==> src/rtl/wake_pkg.sv <==
package wake_pkg;

    // Register select carried in the low address bits
    typedef enum logic [1:0] {
        REG_ENABLE   = 2'd0,
        REG_POLARITY = 2'd1,
        REG_LATCHED  = 2'd2,
        REG_ENABLED  = 2'd3
    } wk_reg_e;

    localparam int unsigned WK_ADDR_W = 3;
    localparam logic        WK_GRP_INT = 1'b0;
    localparam logic        WK_GRP_PIN = 1'b1;

    // Internal group polarity after reset: pen, ms timer, RTC rise
    localparam int unsigned WK_BIT_PEN   = 0;
    localparam int unsigned WK_BIT_MSTMR = 1;
    localparam int unsigned WK_BIT_RTC   = 2;

endpackage

==> src/rtl/wk_sync.sv <==
module wk_sync #(
    parameter int unsigned WIDTH  = 32,
    parameter int unsigned STAGES = 2
) (
    input  logic             clk,
    input  logic             rst_n,
    input  logic [WIDTH-1:0] d_i,
    output logic [WIDTH-1:0] q_o
);

    logic [WIDTH-1:0] stage_q [STAGES];
    logic [WIDTH-1:0] stage_d [STAGES];

    for (genvar s = 0; s < STAGES; s++) begin : g_stage
        if (s == 0) begin : g_first
            always_comb stage_d[s] = d_i;
        end else begin : g_next
            always_comb stage_d[s] = stage_q[s-1];
        end

        always_ff @(posedge clk or negedge rst_n) begin
            if (!rst_n) begin
                stage_q[s] <= '0;
            end else begin
                stage_q[s] <= stage_d[s];
            end
        end
    end

    assign q_o = stage_q[STAGES-1];

endmodule

==> src/rtl/wk_group.sv <==
module wk_group
    import wake_pkg::*;
#(
    parameter int unsigned      WIDTH   = 32,
    parameter int unsigned      STAGES  = 2,
    parameter logic [WIDTH-1:0] POL_RST = '0
) (
    input  logic             clk,
    input  logic             rst_n,
    input  logic [WIDTH-1:0] src_i,
    input  logic             wr_en_i,
    input  wk_reg_e          wr_sel_i,
    input  logic [WIDTH-1:0] wr_data_i,
    output logic [WIDTH-1:0] en_o,
    output logic [WIDTH-1:0] pol_o,
    output logic [WIDTH-1:0] raw_o,
    output logic [WIDTH-1:0] set_o
);

    typedef struct packed {
        logic [WIDTH-1:0] en;
        logic [WIDTH-1:0] pol;
        logic [WIDTH-1:0] raw;
        logic [WIDTH-1:0] prev;
    } grp_state_t;

    grp_state_t       st_d, st_q;
    logic [WIDTH-1:0] src_sync;
    logic [WIDTH-1:0] rise, fall, hit, clr;

    wk_sync #(
        .WIDTH (WIDTH),
        .STAGES(STAGES)
    ) u_sync (
        .clk  (clk),
        .rst_n(rst_n),
        .d_i  (src_i),
        .q_o  (src_sync)
    );

    always_comb begin
        st_d = st_q;
        rise = src_sync & ~st_q.prev;
        fall = ~src_sync & st_q.prev;
        hit  = (st_q.pol & rise) | (~st_q.pol & fall);
        clr  = '0;
        st_d.prev = src_sync;
        if (wr_en_i) begin
            unique case (wr_sel_i)
                REG_ENABLE:   st_d.en  = wr_data_i;
                REG_POLARITY: st_d.pol = wr_data_i;
                REG_LATCHED:  clr      = wr_data_i;
                default:      ;
            endcase
        end
        // a fresh event outranks a clear in the same cycle
        st_d.raw = (st_q.raw & ~clr) | hit;
    end

    always_ff @(posedge clk or negedge rst_n) begin
        if (!rst_n) begin
            st_q.en   <= '0;
            st_q.pol  <= POL_RST;
            st_q.raw  <= '0;
            st_q.prev <= '0;
        end else begin
            st_q <= st_d;
        end
    end

    assign en_o  = st_q.en;
    assign pol_o = st_q.pol;
    assign raw_o = st_q.raw;
    assign set_o = hit;

endmodule

==> src/rtl/wake_latch_unit.sv <==
module wake_latch_unit
    import wake_pkg::*;
#(
    parameter int unsigned WIDTH  = 32,
    parameter int unsigned STAGES = 2
) (
    input  logic                 clk,
    input  logic                 rst_n,
    input  logic [WIDTH-1:0]     int_src,
    input  logic [WIDTH-1:0]     pin_src,
    input  logic                 bus_wr,
    input  logic [WK_ADDR_W-1:0] bus_addr,
    input  logic [WIDTH-1:0]     bus_wdata,
    output logic [WIDTH-1:0]     bus_rdata,
    output logic                 wake_req
);

    localparam logic [WIDTH-1:0] INT_POL_RST =
        (WIDTH'(1) << WK_BIT_PEN) | (WIDTH'(1) << WK_BIT_MSTMR) | (WIDTH'(1) << WK_BIT_RTC);
    localparam logic [WIDTH-1:0] PIN_POL_RST = '0;

    wk_reg_e          sel;
    logic             grp;
    logic             wr_int, wr_pin;
    logic [WIDTH-1:0] int_en, int_pol, int_raw, int_set;
    logic [WIDTH-1:0] pin_en, pin_pol, pin_raw, pin_set;
    logic [WIDTH-1:0] int_msk, pin_msk;

    always_comb begin
        sel    = wk_reg_e'(bus_addr[1:0]);
        grp    = bus_addr[2];
        wr_int = bus_wr && (grp == WK_GRP_INT);
        wr_pin = bus_wr && (grp == WK_GRP_PIN);
    end

    wk_group #(
        .WIDTH  (WIDTH),
        .STAGES (STAGES),
        .POL_RST(INT_POL_RST)
    ) u_int_grp (
        .clk      (clk),
        .rst_n    (rst_n),
        .src_i    (int_src),
        .wr_en_i  (wr_int),
        .wr_sel_i (sel),
        .wr_data_i(bus_wdata),
        .en_o     (int_en),
        .pol_o    (int_pol),
        .raw_o    (int_raw),
        .set_o    (int_set)
    );

    wk_group #(
        .WIDTH  (WIDTH),
        .STAGES (STAGES),
        .POL_RST(PIN_POL_RST)
    ) u_pin_grp (
        .clk      (clk),
        .rst_n    (rst_n),
        .src_i    (pin_src),
        .wr_en_i  (wr_pin),
        .wr_sel_i (sel),
        .wr_data_i(bus_wdata),
        .en_o     (pin_en),
        .pol_o    (pin_pol),
        .raw_o    (pin_raw),
        .set_o    (pin_set)
    );

    always_comb begin
        int_msk  = int_raw & int_en;
        pin_msk  = pin_raw & pin_en;
        wake_req = (|int_msk) | (|pin_msk);
    end

    always_comb begin
        bus_rdata = '0;
        unique case (sel)
            REG_ENABLE:   bus_rdata = grp ? pin_en  : int_en;
            REG_POLARITY: bus_rdata = grp ? pin_pol : int_pol;
            REG_LATCHED:  bus_rdata = grp ? pin_raw : int_raw;
            REG_ENABLED:  bus_rdata = grp ? pin_msk : int_msk;
            default:      bus_rdata = '0;
        endcase
    end

endmodule

==> config.mk <==
export PLATFORM = sky130hd
export DESIGN_NAME = wake_latch_unit
export DESIGN_NICKNAME = d
export VERILOG_FILES = /design/src/rtl/wake_pkg.sv /design/src/rtl/wk_sync.sv /design/src/rtl/wk_group.sv /design/src/rtl/wake_latch_unit.sv
export SDC_FILE = /design/constraint.sdc
export NUM_CORES = 1
export LEC_CHECK = 0
export BUFFER_PORTS_ARGS = -buffer_cell sky130_fd_sc_hd__buf_2
export CORE_UTILIZATION = 50
export CTS_CLUSTER_DIAMETER = 200
export DETAILED_ROUTE_END_ITERATION = 8
export PLACE_DENSITY = 0.8
export SETUP_SLACK_MARGIN = 0.15
export SLEW_MARGIN = 20
export SYNTH_ARGS = -nofsm -noshare
export SYNTH_HDL_FRONTEND = slang
export SYNTH_SLANG_ARGS = --single-unit
export TNS_END_PERCENT = 20
==> constraint.sdc <==
create_clock -name clk -period 1.8 [get_ports clk]
set_input_delay 0.36 -clock clk [delete_from_list [all_inputs] [get_ports clk]]
set_output_delay 0.36 -clock clk [all_outputs]
set_load 0.1 [all_outputs]
Word-level counts from Yosys, hierarchy flattened --
Cells that the tools add are included.
Storage, ports and cells: bits of input ports 102, output and inout port bits 33, word-level logic and storage cells 58, register bits after elaboration 384
Operators by class: bitwise gates (word level) 26, equal/unequal tests 3, reduce and logical (&&, ||, !) cells 9, muxes and demuxes 8
Operator list (number):
- $and A32 B32 Y32 | 12
- $not A32 Y32 | 8
- $mux W32 | 7
- $or A32 B32 Y32 | 4
- $pmux W32 S4 | 1
- $reduce_or A32 Y1 | 2
- $reduce_and A2 Y1 | 4
- $eq A2 B2 Y1 const B | 2
- $eq A2 B1 Y1 const B | 1
- $logic_and A1 B1 Y1 | 2
- $logic_not A2 Y1 | 1
- $not A1 Y1 | 1
- $or A1 B1 Y1 | 1

Longest topological paths before layout --
Gate-level depths: netlist of the first run.
word-level depth 6, mapped depth 7, depth with buffers taken out 4

Cells and area by module --
A second synthesis of the first run with hierarchy kept.
Unflattened totals: cell total of the unflattened synthesis 1441, area total of the unflattened synthesis 17722.0 sq um
Modules (own cells, without submodules):
- wk_group (u_int_grp) | instances 1, area an instance 6105.9 sq um, cells each 498, sequential area each 3206.8 sq um
- wk_group (u_pin_grp) | instances 1, area an instance 6102.1 sq um, cells each 498, sequential area each 3203.1 sq um
- wk_sync | instances 2, area an instance 1601.5 sq um, cells each 64, sequential area each 1601.5 sq um
- wake_latch_unit | instances 1, area an instance 2311.0 sq um, cells each 317, sequential area each 0.0 sq um

Least setup slack after synthesis of the first run --
OpenSTA, ideal clock, no wires.
path kind input port to output port, start input bus_addr[2], end output bus_rdata[11], stages on the path 5, required time 1440 ps, setup slack -1752 ps, data arrival time 3192 ps, buffers on the path 2, cells stage by stage buf_2 buf_2 mux4_2 inv_1 o21ai_0
Between the ends: cells in the longest elaborated chain, start to end 2, elaborated cells on any way between the ends 5, classes of those cells mux (5)
RTL lines:
- start: declaration | RTL line wake_latch_unit.sv:12 | input logic [WK_ADDR_W-1:0] bus_addr,
- $mux W32, on equally long branches
- $pmux W32 S4 (*) | RTL line wake_latch_unit.sv:78 | unique case (sel)
- end: declaration | RTL line wake_latch_unit.sv:14 | output logic [WIDTH-1:0] bus_rdata,
Mark *: on every way between the ends. The rest lies on a longest branch, timed or not.

Final worst setup path of the first run --
start register u_int_grp.st_q (netlist bit u_int_grp.en_o[25]), end output wake_req
Between the ends: cells in the longest elaborated chain, start to end 3
RTL lines:
- start: declaration | RTL line wk_group.sv:27 | grp_state_t st_d, st_q;
- start signal: assignment | RTL line wk_group.sv:67 | st_q <= st_d;
- $and A32 B32 Y32 | RTL line wake_latch_unit.sv:71 | int_msk = int_raw & int_en;
- $reduce_or A32 Y1 | RTL line wake_latch_unit.sv:73 | wake_req = (|int_msk) | (|pin_msk);
- $or A1 B1 Y1 | RTL line wake_latch_unit.sv:73
- end: declaration | RTL line wake_latch_unit.sv:15 | output logic wake_req
Every way passes these cells.

==> results.md, run 1 <==
* Warnings, synthesis at 0
* Vias in the first global route at 12377
* Crit path max-delay family: simple AND/OR/NAND/NOR gates
* Share of cells above drive strength 1 at 38.8%
* Hold path start: bus_wdata[6]
* Worst slew margin relative to its limit at 76.0%
* Post-layout min period at 2.76 ns
* Crit path launch type: flop
* Post-DR vias/cell at 5.82
* CTS H-tree depth at 2
* R2R depth at 3
* Die Y at 176 um
* Final WS setup at -0.961 ns
* Comb pwr share at 25.1%
* Post-synthesis sequential area ratio at 63.3%
* Primary FF master, synth: dfrtp_1
* Hold Path End: u_int_grp.en_o[6]$_DFFE_PN0P_
* Fill cells at 1828
* Worst hold slack at 0.132 ns
* Crit share post-route at 153%
* DRT antenna net count at 0
* Iteration count of the initial detailed-routing pass at 5
* Clk network pwr share at 33.0%
* Design Area, Final at 21100 um2
* Mapped Cells at 1188
* Largest cells by area after synthesis: dfrtp_1 (63%), mux2_2 (9.3%), nand2_1 (4.8%)
* First-pass GRT wire length at 67700 um
* Core Region at 29800 um2
* Die area at 31100 um2
* DR iter-0 viols at 1054
* Port buffer count at 134
* Synth cell types at 37
* Switching Share at 30.0%
* DRC at 0
* Setup Skew at 0.0124 ns
* Clk sinks at 384
* Final setup viols at 33
* Reg2reg end: u_pin_grp.raw_o[6]$_DFF_PN0_
* Largest net degree at the start of global routing at 60
* Via count at 11599
* Async SR Flop Fraction at 100%
* CTS Buf Count at 41
* Max Clk Rate at 362 MHz
* Crit path largest cell delay at 0.47 ns
* P per Cell Area at 1190 nW/um2
* Post-Route WL at 42800 um
* Placed inst area at 18800 um2
* Cell Area, Synth at 15200 um2
* Int Pwr at 17.6 mW
* Flops & latches, synth at 384
* Worst path bufs/invs at 2
* Syn_nets at 1290
* Sequential power share at 41.9%
* CTS root buffer: clkbuf_16
* Endpoints failing hold at 0
* Worst flop-to-flop path startpoint: u_pin_grp.raw_o[6]$_DFF_PN0_
* Status: complete, but fails checks
* # nets final at 1675
* Horiz. Die Dim at 176 um
* Pre-CTS setup slack at -0.644 ns
* P_leak at 9.24 nW
* CP Data Required Time at 1.44 ns
* Gpl congestion at 0.858
* Unrepaired setup endpoints after global routing: true
* Max stage delay cell, worst path: or4_4
* P_sw at 7.54 mW
* Global route overflow at 0
* Hold depth at 2
* Setup TNS at -11.40 ns
* Count leader, synth: dfrtp_1
* Avg Synthesized Cell Area at 12.8 um2
* Worst-Skew Late Latency at 0.53 ns
* Maximum VDD drop at 0.810 mV
* Failing checks: negative setup slack
* Critical setup path kind: flop to output pin
* Critical Path AT at 2.40 ns
* Total Routing Usage GR at 28.3%
* Synth cell count leaders: dfrtp_1 (381), nand2_1 (195), mux2_2 (125)
* Synth area leader: dfrtp_1
* IO Pins at 135
* Crit-path max FO at 2
* Reg clk slew, reported paths at 0.06 ns
* Top cell type's share of synthesized area at 62.8%
* Crit. End Element: output pin
* Cell breakdown of the critical path: a22oi_1, buf_4, nand4_1, or3_1, or4_4, buf_12
* Starting density of the core at 51.0%
* HPWL Detailed at 27300 um
* Post-DR wirelength/cell at 21.4 um
* Synth-to-Final Area Change at 39.1%
* Max-slew violations at 0
* Worst-margin pin slew at 0.360 ns
* CTS tree: built
* Clk buf depth at 3
* EDFF count, synth at 0
* Hold Path Class: input pin to flop
* R2R Setup Slk at 0.72 ns
* Max cap viols at 0
* Core Rows at 63
* Initial antenna violation count at 1
-- sequential cells by signal (all words and copies together), names as in the netlist --
register	cells
u_pin_grp.pol_o	32
u_pin_grp.en_o	32
u_int_grp.pol_o	32
u_pin_grp.raw_o	32
u_int_grp.u_sync.q_o	32
u_pin_grp.u_sync.stage_d	32
u_int_grp.st_q	32
u_pin_grp.st_q	32
u_pin_grp.u_sync.q_o	32
u_int_grp.en_o	32
u_int_grp.u_sync.stage_d	32
u_int_grp.raw_o	32
-- cells in the final DEF, fill, tap and decap left out, drive strengths merged, types with 13 or more instances in the layout --
master       instances
dlygate4sd3         65
nor2               123
buf                331
o211ai              17
inv                 13
o221ai              26
clkbuf              59
nand2              195
dfrtp              381
a221o               58
o22ai               16
mux2i               66
nand3               23
mux2               128
-- timing repair --
| item | 4_1_cts | 5_1_grt |
|---|---|---|
| pin swaps | 9 | 5 |
| setup endpoints to repair | 33 | 33 |
| resized for setup | 56 | 23 |
| hold endpoints to repair | 93 | 0 |
| buffers inserted | 2 | 1 |
| hold buffers | 65 | 0 |
-- final cells by class --
class	instances	area, um2	area share (%)
Antenna cell	1	2.50	0.0118
Clock buffer	59	1160	5.51
Clock inverter	14	160	0.758
Inverter	12	45.0	0.213
Multi-Input combinational cell	738	5850	27.7
Sequential cell	384	9610	45.5
Tap cell	390	488	2.31
Timing Repair Buffer	396	3800	18.0
-- worst reg2reg max path, delay by kind of cell, from the launching register on --
family          cells  cell delay, ns
flops               1            0.40
compound gates      1            0.31
buf+inv             2            0.25
-- kinds of logic (layout without fill, tap and decap cells) --
kind of cell,Yosys count,after routing,share of synthesized area [%]
AO/OA/AOI/OAI,176,176,9.57
buffers and inverters,66,481,2.15
flip-flops,384,384,63.3
multiplexers,205,205,15.5
other,0,1,0
AND/OR/NAND/NOR,357,357,9.49
-- worst max-delay path by stage --
stage,start,end,depth (start not counted)
3_3_place_gp,u_int_grp.raw_o[22]$_DFF_PN0_,wake_req,5
6_report,u_int_grp.en_o[25]$_DFFE_PN0P_,wake_req,6
4_1_cts,u_int_grp.en_o[25]$_DFFE_PN0P_,wake_req,6
3_5_place_dp,u_int_grp.raw_o[22]$_DFF_PN0_,wake_req,5
5_1_grt,u_int_grp.en_o[26]$_DFFE_PN0P_,wake_req,5
2_1_floorplan,bus_addr[2],bus_rdata[11],5
-- power groups by stage --
stage               clock network [mW]  registers (mW)  logic [mW]
floorplan                            0            10.5        3.33
global placement                     0            10.5        5.70
detailed placement                   0            10.6        5.88
CTS                               8.38            10.5        6.18
global route                      8.76            10.6        6.67
finish                            8.29            10.5        6.32
-- routing by layer --
layer | global-route usage, % | wire length, um | part of all wire, % | vias up
met2 | 46.9 | 20900 | 49 | 525
met1 | 36.2 | 17200 | 40 | 5855
met4 | 13.4 | 1900 | 4.4 | 0
li1 | - | - | - | 5060
met5 | 0 | 0 | 0 | -
met3 | 5.04 | 2790 | 6.5 | 159
-- through the flow --
stage                     utilization [%]  instances  power (mW)
after global routing                 70.9       1993        26.1
after floorplan                         -       1188        13.8
after global placement               63.2       1852        16.2
after detailed placement             63.2       1852        16.4
final                                70.9       1994        25.1
after CTS                            70.5       1992        25.0
(Power assumes the default switching activity.)
==> run 2: changes to the inputs <==
- PLACE_DENSITY: 0.8 -> 0.78
- clock period: 1.8 -> 3.5 ns (I/O delays scaled with it)
==> results.md, run 2 (synthesized netlist as in run 1, its figures left out) <==
* Reg clk slew, reported paths at 0.06 ns
* Worst slew margin relative to its limit at 52.6%
* Crit-path max FO at 3
* Total Routing Usage GR at 24.1%
* Core Rows at 63
* CTS tree: built
* First-pass GRT wire length at 57600 um
* Horiz. Die Dim at 176 um
* Starting density of the core at 51.0%
* Core Util, Final at 61.2%
* Crit. End Element: output pin
* P_leak at 8.02 nW
* Clk sinks at 384
* Synth-to-Final Area Change at 20.1%
* Share of cells above drive strength 1 at 27.6%
* Clk buf depth at 3
* Max cap viols at 0
* Core Region at 29800 um2
* Worst hold slack at 0.197 ns
* Initial antenna violation count at 2
* P per Cell Area at 653 nW/um2
* # nets final at 1441
* Pre-CTS setup slack at 0.426 ns
* Most common cell after layout, fill and taps aside: dfrtp_1
* Max-slew violations at 0
* CP Data Required Time at 2.80 ns
* Max Clk Rate at 306 MHz
* Critical setup path kind: flop to output pin
* DRC at 0
* Via count at 10322
* Crit share post-route at 93.5%
* Postcts setup bufs at 0
* Gpl congestion at 0.805
* Crit path launch type: flop
* Die Y at 176 um
* Status: completed
* Post-DR wirelength/cell at 20.5 um
* Worst-margin pin slew at 0.711 ns
* IO Pins at 135
* Critical Path AT at 2.57 ns
* Post-layout min period at 3.27 ns
* Iteration count of the initial detailed-routing pass at 5
* Cell Count, Final, Fillers Out at 1760
* Global route overflow at 0
* DR iter-0 viols at 964
* Placed instance count at 1688
* Maximum VDD drop at 0.607 mV
* Largest net degree at the start of global routing at 85
* HPWL Detailed at 23400 um
* Hold Path Class: input pin to asynchronous set/reset pin
* Vias in the first global route at 10650
* Endpoints failing hold at 0
* DRT antenna net count at 0
* Final setup viols at 0
* Post-DR vias/cell at 5.86
* Setup Skew at 0.00969 ns
* CTS root buffer: clkbuf_16
* Unrepaired setup endpoints after global routing: false
* Post-Route WL at 36100 um
* CTS Buf Count at 39
* Die area at 31100 um2
* Setup TNS at 0 ns
* CTS H-tree depth at 2
* Worst-Skew Late Latency at 0.52 ns
* Port buffer count at 134
* Most frequent cells in the layout: dfrtp_1 (381), nand2_1 (195), mux2_2 (125)
* Final WS setup at 0.228 ns
## run 2: worst max-delay path: stages, from the launching register on
cell and delay [ns]:
dfrtp_1 0.41, a22oi_2 0.33, nand4_1 0.20, or3_1 0.35, or4_4 0.57, buf_12 0.19
## run 2: path summary, 6_finish.rpt
check                                                               to                              startpoint  slack [ns]  cells past startpoint
worst max register to register            u_int_grp.raw_o[0]$_DFF_PN0_          u_int_grp.pol_o[0]$_DFFE_PN1P_        2.46                      2
max in group asynchronous       u_pin_grp.u_sync.stage_d[27]$_DFF_PN0_                                   rst_n        2.40                      2
worst min register to register      u_int_grp.u_sync.q_o[16]$_DFF_PN0_  u_int_grp.u_sync.stage_d[16]$_DFF_PN0_        0.34                      0
worst min-delay path                    u_pin_grp.pol_o[5]$_DFFE_PN0P_                                   rst_n        0.20                      1
worst max-delay path                                          wake_req           u_int_grp.raw_o[26]$_DFF_PN0_        0.23                      5
min in group clk                u_int_grp.u_sync.stage_d[13]$_DFF_PN0_                             int_src[13]        0.28                      1
## run 2: area by class of cell
| type | instances | area, um2 |
|---|---|---|
| Fill cell | 2252 | 11600 |
| Sequential cell | 384 | 9610 |
| Multi-Input combinational cell | 738 | 5320 |
| Timing Repair Buffer | 164 | 1480 |
| Clock buffer | 59 | 1170 |
| Tap cell | 390 | 488 |
| Clock inverter | 11 | 111 |
| Inverter | 12 | 45.0 |
| Antenna cell | 2 | 5.00 |
## run 2: power by group
part | internal (mW) | total (mW) | switching [mW] | leakage [nW]
clock network | 2.47 | 4.13 | 1.67 | 0.635
registers | 4.97 | 5.48 | 0.514 | 4.37
logic | 1.00 | 2.31 | 1.31 | 3.01
total | 8.43 | 11.9 | 3.49 | 8.02
## run 2: through the flow
stage | instance area, um2 | total power, mW
4_1_cts | 18200 | 12.0
2_1_floorplan | 15200 | 6.90
3_3_place_gp | 16900 | 7.73
6_report | 18200 | 11.9
3_5_place_dp | 16900 | 7.83
5_1_grt | 18200 | 12.4
## run 2: timing repair
item / CTS / global route
gates cloned: 0 / 0
pin swaps: 2 / 3
hold buffers: 0 / 0
endpoints found under the setup margin: 1 / 1
endpoints found under the hold margin: 0 / 0
gates resized for setup: 6 / 3
## run 2: routing by layer
layer / track usage [%] / part of all wire (%)
met4: 10.9 / 4.0
met2: 39.0 / 49
met3: 4.09 / 5.9
met1: 31.9 / 41
met5: 0 / 0
==> run 3: changes to the inputs <==
- PLACE_DENSITY: 0.78 -> 0.77
- SYNTH_HIERARCHICAL: default -> 1
==> results.md, run 3 <==
* Clk network pwr share at 36.2%
* Crit path launch type: flop
* Syn_nets at 1479
* Switching Share at 29.0%
* Die Y at 189 um
* Postcts setup bufs at 0
* P_sw at 3.54 mW
* Critical Path AT at 2.63 ns
* CTS tree: built
* Worst slew margin relative to its limit at 55.7%
* Most common cell after layout, fill and taps aside: dfrtp_1
* P_leak at 8.74 nW
* Post-Route WL at 40600 um
* Core Rows at 67
* CP Data Required Time at 2.80 ns
* Multi-input logic area at 5710 um2
* Status: completed
* Unrepaired setup endpoints after global routing: false
* Horiz. Die Dim at 189 um
* Reg clk slew, reported paths at 0.06 ns
* Register Area at 9610 um2
* Comb pwr share at 18.8%
* Final setup viols at 0
* Core Region at 33900 um2
* Hold Path Class: input pin to asynchronous set/reset pin
* Max Clk Rate at 300 MHz
* IO Pins at 135
* Fill cells at 2747
* Int Pwr at 8.66 mW
* Endpoints failing hold at 0
* First-pass GRT wire length at 63600 um
* Synth-to-Final Area Change at 9.50%
* Setup Skew at 0.0197 ns
* Worst-margin pin slew at 0.664 ns
* Cell Area, Synth at 17400 um2
* GRT met2 Usage at 36.1%
* Placed inst area at 17600 um2
* P per Cell Area at 640 nW/um2
* Crit. End Element: output pin
* Met3 Resource Use GR at 4.34%
* CTS root buffer: clkbuf_16
* Critical setup path kind: flop to output pin
* Design Area, Final at 19100 um2
* Most Crowded Layer GR: met2
* Worst hold slack at 0.157 ns
* Post-DR vias/cell at 5.97
* Mapped Cells at 1377
* Share of cells above drive strength 1 at 28.1%
* Final Power at 12.2 mW
* Initial antenna violation count at 2
* Worst flop-to-flop path startpoint: u_int_grp/pol_o[1]$_DFFE_PN1P_
* Final WS setup at 0.171 ns
* Iteration count of the initial detailed-routing pass at 5
* CTS H-tree depth at 2
* Gpl congestion at 0.836
* CTS Buf Count at 41
* HPWL Detailed at 26100 um
* Max cap viols at 0
* Clk buf depth at 3
* Crit share post-route at 95.1%
* Post-layout min period at 3.33 ns
* Global route overflow at 0
* Most frequent cells in the layout: dfrtp_1 (381), mux2_2 (128), buf_2 (97)
* Warnings, synthesis at 6
* Port buffer count at 134
* Worst-Skew Late Latency at 0.54 ns
* Setup TNS at 0 ns
* Sequential power share at 45.1%
* Via count at 10792
* Clk sinks at 384
* DR iter-0 viols at 991
* Maximum VDD drop at 0.492 mV
* Avg Synthesized Cell Area at 12.6 um2
* Core Util, Final at 56.3%
* Met1 GRT Util at 32.4%
* Crit-path max FO at 4
* R2R depth at 2
* Pre-CTS setup slack at 0.504 ns
* R2R Setup Slk at 2.60 ns
* DRT antenna net count at 0
* Max-slew violations at 0
* Total Routing Usage GR at 23.2%
* Die area at 35600 um2
* Reg2reg end: u_int_grp/raw_o[1]$_DFF_PN0_
* DRC at 0
* # nets final at 1427
* Cell Count, Final, Fillers Out at 1807
* Placed instance count at 1730
* Starting density of the core at 51.4%
* Post-DR wirelength/cell at 22.5 um
* Largest net degree at the start of global routing at 86
* Vias in the first global route at 11039
[run 3: changes by cell type in the layout (fill, tap and decap cells not counted), sizes merged, moves of 17 or more]
cell / before / now
a21oi: 8 / 25
a211oi: 8 / 25
a221o: 58 / 0
o221ai: 26 / 64
nand3b: 0 / 66
o22ai: 16 / 50
a21o: 8 / 25
and4b: 1 / 64
nand2b: 0 / 64
inv: 13 / 72
nor2: 123 / 0
nand2: 195 / 19
[run 3: layout make-up]
| type | instances | area share [%] |
|---|---|---|
| sequential | 384 | 50.4 |
| multi-input combinational | 662 | 30.0 |
| timing repair buffer | 164 | 7.85 |
| clock buffer | 63 | 6.56 |
| tap | 448 | 2.94 |
| inverter | 72 | 1.42 |
| clock inverter | 11 | 0.755 |
| antenna | 3 | 0.0394 |
[run 3: metal layers]
metal  vias to the layer above  part of all wire [%]
li1                       4721                     -
met1                      5546                    44
met2                       433                    46
met3                        92                   6.5
met4                         0                   3.4
met5                         -                     0
[run 3: power groups by stage]
| stage | Sequential, mW | Combinational, mW | Clock [mW] |
|---|---|---|---|
| floorplan | 5.27 | 2.15 | 0 |
| global placement | 5.51 | 2.21 | 0 |
| detailed placement | 5.55 | 2.27 | 0 |
| CTS | 5.48 | 2.29 | 4.49 |
| global route | 5.56 | 2.43 | 4.66 |
| finish | 5.50 | 2.29 | 4.41 |
[run 3: worst max-delay path, cell delays in order, from the launching register on]
cell	delay, ns
dfrtp_1	0.44
a22o_1	0.25
a221oi_2	0.34
nand4_1	0.16
or4_1	0.61
buf_4	0.28
[run 3: worst max-delay path by stage]
stage | from | endpoint | slack (ns) | cells past startpoint
floorplan | bus_addr[1] | bus_rdata[12] | 0.19 | 5
global placement | bus_addr[1] | bus_rdata[7] | 0.51 | 7
finish | u_pin_grp/en_o[11]$_DFFE_PN0P_ | wake_req | 0.17 | 5
detailed placement | bus_addr[1] | bus_rdata[7] | 0.50 | 7
global route | u_int_grp/raw_o[14]$_DFF_PN0_ | wake_req | 0.17 | 5
CTS | u_pin_grp/raw_o[11]$_DFF_PN0_ | wake_req | 0.17 | 5
[run 3: what timing repair did]
item,4_1_cts,5_1_grt
hold buffers,0,0
endpoints found under the setup margin,1,1
resized for setup,3,2
hold endpoints to repair,0,0
